--- src/rtl/wb_pkg.sv ---
package wb_pkg;
    localparam int XLEN      = 32;
    localparam int RA_W      = 5;
    localparam int TAG_W     = 4;
    localparam int NUM_UNITS = 3;
    localparam int UIDX_W    = $clog2(NUM_UNITS);

    localparam int U_ALU = 0;
    localparam int U_MEM = 1;
    localparam int U_MUL = 2;

    typedef struct packed {
        logic [RA_W-1:0]  rd;
        logic [XLEN-1:0]  data;
        logic [TAG_W-1:0] tag;
    } wb_res_t;

    // a issued before b under wrap-around of the tag counter
    function automatic logic is_older(logic [TAG_W-1:0] a, logic [TAG_W-1:0] b);
        logic [TAG_W-1:0] d;
        d = a - b;
        return d[TAG_W-1];
    endfunction

    // fixed tie order: memory, then ALU, then multiplier
    function automatic logic [UIDX_W-1:0] prio_unit(int k);
        case (k)
            0:       return UIDX_W'(U_MEM);
            1:       return UIDX_W'(U_ALU);
            default: return UIDX_W'(U_MUL);
        endcase
    endfunction
endpackage

--- src/rtl/wb_slot.sv ---
module wb_slot
    import wb_pkg::*;
(
    input  logic    clk,
    input  logic    rst,
    input  logic    in_vld,
    input  wb_res_t in_res,
    input  logic    win,
    output logic    cand_vld,
    output wb_res_t cand_res,
    output logic    full
);
    logic    full_q;
    wb_res_t hold_q;

    assign full     = full_q;
    assign cand_vld = full_q | in_vld;
    assign cand_res = full_q ? hold_q : in_res;

    always_ff @(posedge clk) begin
        if (rst) begin
            full_q <= 1'b0;
            hold_q <= '0;
        end else if (full_q) begin
            if (win) full_q <= 1'b0;
        end else if (in_vld && !win) begin
            full_q <= 1'b1;
            hold_q <= in_res;
        end
    end
endmodule

--- src/rtl/wb_pick.sv ---
module wb_pick
    import wb_pkg::*;
(
    input  logic [NUM_UNITS-1:0] cand_vld,
    input  wb_res_t              cand_res [NUM_UNITS],
    output logic [NUM_UNITS-1:0] grant,
    output logic                 win_vld,
    output wb_res_t              win_res
);
    logic [UIDX_W-1:0] best;

    always_comb begin
        win_vld = 1'b0;
        best    = '0;
        for (int k = 0; k < NUM_UNITS; k++) begin : scan
            logic [UIDX_W-1:0] u;
            u = prio_unit(k);
            if (cand_vld[u] && (!win_vld || is_older(cand_res[u].tag, cand_res[best].tag))) begin
                win_vld = 1'b1;
                best    = u;
            end
        end
        grant = '0;
        if (win_vld) grant[best] = 1'b1;
        win_res = cand_res[best];
    end
endmodule

--- src/rtl/wb_busy.sv ---
module wb_busy (
    input  logic clk,
    input  logic rst,
    input  logic issue,
    input  logic retire,
    output logic busy
);
    logic busy_q;
    assign busy = busy_q;

    always_ff @(posedge clk) begin
        if (rst)         busy_q <= 1'b0;
        else if (busy_q) busy_q <= !retire;
        else             busy_q <= issue;
    end
endmodule

--- src/rtl/wb_arbiter.sv ---
module wb_arbiter
    import wb_pkg::*;
(
    input  logic             clk,
    input  logic             rst,
    input  logic             alu_vld,
    input  logic [RA_W-1:0]  alu_rd,
    input  logic [XLEN-1:0]  alu_data,
    input  logic [TAG_W-1:0] alu_tag,
    input  logic             mem_vld,
    input  logic [RA_W-1:0]  mem_rd,
    input  logic [XLEN-1:0]  mem_data,
    input  logic [TAG_W-1:0] mem_tag,
    input  logic             mul_vld,
    input  logic [RA_W-1:0]  mul_rd,
    input  logic [XLEN-1:0]  mul_data,
    input  logic [TAG_W-1:0] mul_tag,
    input  logic             mul_issue,
    output logic             alu_stall,
    output logic             mem_stall,
    output logic             mul_stall,
    output logic             mul_busy,
    output logic             wr_en,
    output logic [RA_W-1:0]  wr_addr,
    output logic [XLEN-1:0]  wr_data
);
    logic [NUM_UNITS-1:0] raw_vld;
    logic [NUM_UNITS-1:0] in_vld;
    wb_res_t              in_res   [NUM_UNITS];
    logic [NUM_UNITS-1:0] cand_vld;
    wb_res_t              cand_res [NUM_UNITS];
    logic [NUM_UNITS-1:0] full;
    logic [NUM_UNITS-1:0] grant;
    logic                 win_vld;
    wb_res_t              win_res;
    logic                 mul_retire;

    assign raw_vld[U_ALU] = alu_vld;
    assign raw_vld[U_MEM] = mem_vld;
    assign raw_vld[U_MUL] = mul_vld;
    assign in_res[U_ALU]  = '{rd: alu_rd, data: alu_data, tag: alu_tag};
    assign in_res[U_MEM]  = '{rd: mem_rd, data: mem_data, tag: mem_tag};
    assign in_res[U_MUL]  = '{rd: mul_rd, data: mul_data, tag: mul_tag};

    for (genvar i = 0; i < NUM_UNITS; i++) begin : g_slot
        // writes to register zero never compete
        assign in_vld[i] = raw_vld[i] && (in_res[i].rd != '0);

        wb_slot i_slot (
            .clk      (clk),
            .rst      (rst),
            .in_vld   (in_vld[i]),
            .in_res   (in_res[i]),
            .win      (grant[i]),
            .cand_vld (cand_vld[i]),
            .cand_res (cand_res[i]),
            .full     (full[i])
        );
    end

    wb_pick i_pick (
        .cand_vld (cand_vld),
        .cand_res (cand_res),
        .grant    (grant),
        .win_vld  (win_vld),
        .win_res  (win_res)
    );

    assign mul_retire = grant[U_MUL] ||
                        (mul_vld && (mul_rd == '0) && !full[U_MUL]);

    wb_busy i_busy (
        .clk    (clk),
        .rst    (rst),
        .issue  (mul_issue),
        .retire (mul_retire),
        .busy   (mul_busy)
    );

    always_ff @(posedge clk) begin
        if (rst) begin
            wr_en   <= 1'b0;
            wr_addr <= '0;
            wr_data <= '0;
        end else begin
            wr_en   <= win_vld;
            wr_addr <= win_res.rd;
            wr_data <= win_res.data;
        end
    end

    assign alu_stall = full[U_ALU];
    assign mem_stall = full[U_MEM];
    assign mul_stall = full[U_MUL];
endmodule

--- config.mk ---
export PLATFORM = sky130hd
export DESIGN_NAME = wb_arbiter
export DESIGN_NICKNAME = d
export VERILOG_FILES = /design/src/rtl/wb_pkg.sv /design/src/rtl/wb_slot.sv /design/src/rtl/wb_pick.sv /design/src/rtl/wb_busy.sv /design/src/rtl/wb_arbiter.sv
export SDC_FILE = /design/constraint.sdc
export NUM_CORES = 1
export LEC_CHECK = 0
export ABC_AREA = 1
export ABC_CLOCK_PERIOD_IN_PS = 4510
export BUFFER_PORTS_ARGS = -buffer_cell sky130_fd_sc_hd__buf_2
export CORE_AREA = 2 2 141 143
export CTS_BUF_LIST = sky130_fd_sc_hd__clkbuf_16
export CTS_CLUSTER_DIAMETER = 80
export DETAILED_ROUTE_END_ITERATION = 10
export DIE_AREA = 0 0 143 145
export PLACE_DENSITY_LB_ADDON = 0.12
export SLEW_MARGIN = 20
export SYNTH_ARGS = -nofsm -noshare
export SYNTH_HDL_FRONTEND = slang
export SYNTH_SLANG_ARGS = --single-unit
--- constraint.sdc ---
create_clock -name clk -period 4.51 [get_ports clk]
set_input_delay 0.451 -clock clk [delete_from_list [all_inputs] [get_ports clk]]
set_output_delay 0.451 -clock clk [all_outputs]
set_load 0.05 [all_outputs]
==> After elaboration in Yosys (flattened, before gate mapping) <==
Index checks and enable logic that the tools add are counted.
{ "word_totals": {"regBits": 165, "wordCells": 91} }
{ "op_classes": {"n_addsub": 2, "order_cmp": 5, "n_mux": 31, "bitwise": 9, "n_reduce_logical": 28} }
{ "ops": {"columns": ["op", "count"], "rows": [
  ["41-bit binary-select mux with 2-bit select", 3],
  ["41-bit 2-to-1 mux", 5],
  ["4-bit 2-to-1 mux", 4],
  ["1-bit 2-to-1 mux", 15],
  ["5-bit nonzero test", 3],
  ["1-bit logical AND", 11],
  ["3-bit >= comparator (second input constant)", 3],
  ["2-bit inverter with 3-bit output", 3],
  ["4-bit subtractor", 2],
  ["1-bit logical NOT", 7],
  ["2-bit AND reduction", 3],
  ["5-bit logical NOT", 1],
  ["2-bit 2-to-1 mux", 2],
  ["1-bit logical OR", 3],
  ["2-bit by 3-bit < comparator with 1-bit output (second input constant)", 1],
  ["3-bit 2-to-1 mux", 1],
  ["1-bit inverter", 3],
  ["1-bit bitwise OR", 3],
  ["1-bit demux with 2-bit select", 1],
  ["2-bit by 1-bit >= comparator with 1-bit output (second input constant)", 1]
]} }

==> Logic depth before layout (Yosys ltp) <==
{ "logic_depth": {"word_depth": 29, "ltp_mapped": 35, "depth_no_buf": 32} }

==> Cells and area by module <==
From an unflattened synthesis, not the netlist that was laid out.
{ "unflattened": {"hier_cells": 1708, "area_unflattened_um2": 10276.1} }
{ "modules_own_cells": {"columns": ["mod", "instances", "cells_each", "area_per_inst_um2", "seq_area_each_um2"], "rows": [
  ["wb_slot", 3, 443, 2518.7, 840.8],
  ["wb_pick", 1, 234, 1503.9, 0.0],
  ["wb_arbiter", 1, 139, 1174.9, 760.7],
  ["wb_busy", 1, 6, 41.3, 20.0]
]} }

==> Least setup slack after synthesis <==
No wires, ideal clock.
{ "synth_path": {"path_kind": "reg-to-reg", "startpoint": "reg g_slot[0].i_slot.full_q", "endpoint": "reg g_slot[0].i_slot.hold_q[10] in the netlist's numbering", "t_arrival_ps": 4262, "slack_ps": 133, "path_stages_with_launch": 27, "path_buffers": 6, "synth_period_minus_slack_ps": 4377, "path_cell_list": "dfxtp_1 -> buf_2 -> buf_1 -> o21ai_0 -> o21ai_0 -> ha_1 -> a21oi_1 -> nand2_1 -> nand2_1 -> nand2_1 -> nand2_2 -> nand2_1 -> buf_6 -> inv_2 -> buf_1 -> o21ai_0 -> ha_1 -> a21oi_1 -> nand3_1 -> nand2_2 -> nand2_4 -> nand2_8 -> nand3_2 -> buf_6 -> buf_4 -> a21oi_1 -> nor2_1"} }
{ "synth_via": {"elab_chain_cells": 24} }
{ "synth_lines": {"columns": ["item", "line", "rtl"], "rows": [
  ["start: declaration", "wb_slot.sv:13", "logic full_q;"],
  ["start signal: assignment", "wb_slot.sv:22", "full_q <= 1'b0;"],
  ["start signal: assignment", "wb_slot.sv:25", "if (win) full_q <= 1'b0;"],
  ["start signal: assignment", "wb_slot.sv:27", "full_q <= 1'b1;"],
  ["41-bit 2-to-1 mux", "wb_slot.sv:18", "assign cand_res = full_q ? hold_q : in_res;"],
  ["41-bit binary-select mux with 2-bit select", "wb_pick.sv:18", "if (cand_vld[u] && (!win_vld || is_older(cand_res[u].tag, cand_res[best].tag))) begin"],
  ["4-bit 2-to-1 mux (implied by the code) (2 in series)", "wb_pick.sv:18", null],
  ["4-bit subtractor", "wb_pkg.sv:21", "d = a - b;"],
  ["1-bit logical OR", "wb_pick.sv:18", null],
  ["1-bit logical AND", "wb_pick.sv:18", null],
  ["2-bit 2-to-1 mux", "wb_pick.sv:18", null],
  ["2-bit inverter with 3-bit output (implied by the code)", "wb_pick.sv:18", null],
  ["(+7 left out)", null, null],
  ["2-bit by 3-bit < comparator with 1-bit output (implied by the code) / 2-bit by 1-bit >= comparator with 1-bit output (equally long branches)", "wb_pick.sv:24", "if (win_vld) grant[best] = 1'b1;"],
  ["1-bit logical AND (implied by the code)", "wb_pick.sv:24", null],
  ["1-bit 2-to-1 mux (implied by the code)", "wb_pick.sv:24", null],
  ["1-bit demux with 2-bit select", "wb_pick.sv:24", null],
  ["3-bit 2-to-1 mux", "wb_pick.sv:24", null],
  ["1-bit logical NOT", "wb_slot.sv:26", "end else if (in_vld && !win) begin"],
  ["1-bit logical AND", "wb_slot.sv:26", null],
  ["2-bit AND reduction (no line) *", null, null],
  ["end signal: assignment", "wb_slot.sv:28", "hold_q <= in_res;"],
  ["end: declaration", "wb_slot.sv:14", "wb_res_t hold_q;"]
]} }
Every way passes the cells marked *; elsewhere a longest branch is shown, timed or not. The select of a mux whose other input is x is not followed.
A chain may end at the register's enable or synchronous reset.

==> Worst setup path in the final report <==
{ "layout_path": {"startpoint": "reg g_slot[0].i_slot.full_q", "endpoint": "reg wr_addr[2]"} }
{ "layout_via": {"elab_chain_cells": 20} }
{ "layout_lines": {"columns": ["item", "line", "rtl"], "rows": [
  ["41-bit 2-to-1 mux", "wb_slot.sv:18", null],
  ["41-bit binary-select mux with 2-bit select", "wb_pick.sv:18", null],
  ["4-bit 2-to-1 mux (implied by the code) (2 in series)", "wb_pick.sv:18", null],
  ["4-bit subtractor", "wb_pkg.sv:21", null],
  ["1-bit logical OR", "wb_pick.sv:18", null],
  ["1-bit logical AND", "wb_pick.sv:18", null],
  ["2-bit 2-to-1 mux", "wb_pick.sv:18", null],
  ["2-bit inverter with 3-bit output (implied by the code)", "wb_pick.sv:18", null],
  ["41-bit binary-select mux with 2-bit select", "wb_pick.sv:18", null],
  ["4-bit 2-to-1 mux (implied by the code) (2 in series)", "wb_pick.sv:18", null],
  ["4-bit subtractor", "wb_pkg.sv:21", null],
  ["1-bit logical OR", "wb_pick.sv:18", null],
  ["1-bit logical AND", "wb_pick.sv:18", null],
  ["2-bit 2-to-1 mux", "wb_pick.sv:18", null],
  ["2-bit inverter with 3-bit output (implied by the code)", "wb_pick.sv:25", "win_res = cand_res[best];"],
  ["41-bit binary-select mux with 2-bit select *", "wb_pick.sv:25", null],
  ["41-bit 2-to-1 mux (implied by the code) * (2 in series)", "wb_pick.sv:25", null],
  ["end signal: assignment", "wb_arbiter.sv:87", "wr_addr <= win_res.rd;"],
  ["end: declaration", "wb_arbiter.sv:24", "output logic [RA_W-1:0] wr_addr,"]
]} }
Marked as above.

==> run metrics <==
Root Driver clkbuf_16; Clock Pin Slew Worst Setup and Hold Paths 0.06 ns; Syn. warnings 0; critical path cell sequence o21ai_0, o21ai_0, ha_1, nand2_1, inv_1, nand2_1, nand2_1, nand2_1, nand2_1, nand2_2, nand2_1, inv_2, o21ai_0, ha_1, a21oi_1, nand2_1, nand2_1, nand2_2, nand2_4, nand2_8, nand2_2, buf_4, nor2_1, nor3_1; Critical Path End Type register; Yosys top cell by area dfxtp_1; CP Launch Type register; leakage 4.861 nW; Worst Reg2Reg Path Length in Cells 24; sequential fraction of design power 30.1%; CTS tree built; cell internal pwr 4.010 mW; Initial Utilization 44.07%; Fmax 246.0 MHz; # IOs 171; r2r startpoint g_slot[0].i_slot.full; most frequent CP cell nand2_1; NetSw 3.687 mW; deepest clock path buffer count 2; Inserted Clock Buffers 17; Async S/R FF share, synth 0%; full die area 0.02074 mm^2; max-slew violations 0; CP max-delay cell o21ai_0; GP Congestion 0.8636; initial antenna violation count 0; Max VDD drop 0.5238 mV; CP endpoint wr_addr[2]; Seq/Total Area, Yosys 39.02%; remaining antenna violation count after routing 0; final setup TNS 0 ns; crit-path max cell delay 0.43 ns; buffers added on ports 170; worst slew pin tran 0.8398 ns; M2 GR Usage 33.68%; Syn Area/Cell 6.422 um^2; final worst path period need 4.065 ns; maxcap violations 0; largest net degree at the start of global routing 84; Mapped Cells 1318; vias 8492; die width 143 um; Synth area leaders dfxtp_1 39%, nand2_1 12%, o21ai_0 9.8%; Tcrit/Tclk final 90.13%; GR met1 Demand/Resource 36.93%; Vias/cell 4.978; met3 GRT Util 4.950%; CP Class reg -> reg; Routed WL 25.04 mm; Yosys reg bits 165; Overall Global Routing Usage 24.23%; post-route insts no fill 1706; Starting DRT DRC Count 660; # setup viols final 0; # DRC 0; GRT Max-Usage Layer met1; Worst Path Max Fanout 17; Core Util, Final 51.91%; Tightest Hold Check Type in -> reg; Combinational Power Share 52.2%; Clock Power Share 17.7%; CTS sink cnt 165; critical path data required time 4.85 ns; Pwr Density 771.9 mW/mm^2; CTS Hold Bufs 0; layout cells sized above 1 16.66%; Slew Limit Headroom 43.88%; n_diodes 0; final hold vios 0; outcome complete, no violations; final instance area 0.009971 mm^2; Critical R2R Capture wr_addr[2]; Worst-Skew Late Latency 0.43 ns; Design Power 7.697 mW; Placed Area 0.009442 mm^2; PnR worst setup slack 0.4452 ns; Synth cell types 26; Place WS 0.08082 ns; Post-synth EDFFs 0; Max H-tree Level 4; total grt overflow 0; post-DP HPWL 17.82 mm; worst setup path start g_slot[0].i_slot.full; WP data arrival 4.40 ns; Mapped Area 0.008464 mm^2; FF-to-FF setup slack 0.45 ns; WHS 0.2708 ns; Worst Skew 0.008616 ns; vias in the first global route 7448; RSZ-0062 raised after global routing no; final net count 1564; Pre-antenna DRT Iters 5; core area 0.01921 mm^2; Rows 51; share of the synthesized area in the top cell type 39.02%; dpl cells 1677; Die Y 145 um; Synth Flop Type dfxtp_1; first-pass GRT wire length 39.50 mm; switch share 47.90%; Synth Net Count 1451; DR WL/cell 14.68 um; Area Growth Syn to Fin 17.80%
[routing by layer]
layer	share of wire, %	vias to the layer above
li1	-	4426
met5	0	-
met3	7.4	33
met4	2.3	0
met1	49	3727
met2	41	306
[power groups by stage]
stage | sequential, mW | clock (mW) | combinational (mW)
global route | 2.38 | 1.44 | 4.44
detailed placement | 2.34 | 0 | 3.99
floorplan | 2.87 | 0 | 2.52
global placement | 2.33 | 0 | 3.96
CTS | 2.31 | 1.38 | 4.02
finish | 2.31 | 1.36 | 4.02
[flip-flops by register name, indices dropped and copies added, names as in the netlist]
name,count
g_slot.i_slot.full,3
g_slot.i_slot.hold_q,123
i_busy.busy,1
wr_addr,5
wr_data,32
wr_en,1
[kinds of logic after synthesis]
kind of cell / after synthesis / synth area share [%]
muxes: 1 / 0.1183
adders and majority gates: 4 / 0.5913
AOI/OAI and AO/OA: 277 / 16.87
xor gates and xnor gates: 1 / 0.1035
buffers and inverters: 262 / 12.61
and+or+nand+nor: 608 / 30.69
DFF: 165 / 39.02
[how the worst min path moves through the flow]
| stage | to | cells after the start | from | slack, ns |
|---|---|---|---|---|
| 2_1_floorplan | g_slot[2].i_slot.hold_q[0] | 2 | g_slot[2].i_slot.hold_q[0] | 0.42 |
| 3_3_place_gp | g_slot[2].i_slot.hold_q[0] | 2 | g_slot[2].i_slot.hold_q[0] | 0.43 |
| 3_5_place_dp | g_slot[2].i_slot.hold_q[39] | 2 | g_slot[2].i_slot.hold_q[39] | 0.44 |
| 4_1_cts | i_busy.busy | 3 | mul_issue | 0.27 |
| 5_1_grt | i_busy.busy | 3 | mul_issue | 0.29 |
| 6_report | i_busy.busy | 3 | mul_issue | 0.27 |
[Yosys cell counts (3+ instances only)]
library cell	n
dfxtp_1	165
buf_4	7
ha_1	4
nand2_1	278
a21oi_1	92
buf_2	16
buf_6	5
clkbuf_1	58
nor3_1	22
inv_2	3
nand2_2	3
nand3_2	10
buf_1	12
inv_1	161
o211ai_1	14
nand3_1	145
nor2_1	146
o21ai_1	4
o21ai_0	166
[area by class of cell]
type,instances,area (um^2)
multi-input combinational,891,4133
inverter,164,618.1
fill,1977,9236
sequential,165,3306
timing repair buffer,192,1054
clock buffer,17,425.4
tap,265,331.6
clock inverter,12,103.9
[timing repair]
item | in CTS | in global routing
endpoints found under the setup margin | 0 | 19
resized for setup | 0 | 1
buffers inserted | 0 | 0
hold endpoints to repair | 0 | 0
[cells in the final DEF, fill, tap and decap left out, drive strengths merged]
| cell type | n |
|---|---|
| bufinv | 2 |
| ha | 4 |
| o211ai | 14 |
| nand2 | 283 |
| a21boi | 1 |
| buf | 192 |
| nor3 | 22 |
| nand4 | 1 |
| clkbuf | 17 |
| inv | 170 |
| nor2 | 146 |
| xor2 | 1 |
| clkinv | 3 |
| o21ai | 170 |
| mux2i | 1 |
| clkinvlp | 1 |
| a21oi | 92 |
| nand3 | 155 |
| dfxtp | 165 |
| nand3b | 1 |
[worst max-delay path, delay by kind of cell (launching register included)]
kind	cells	cell delay (ns)
adders and majority gates	2	0.65
AOI/OAI and AO/OA	4	0.95
DFF	1	0.37
and+or+nand+nor	15	1.48
buffers and inverters	3	0.50
Power figures use the tool's default switching activity.
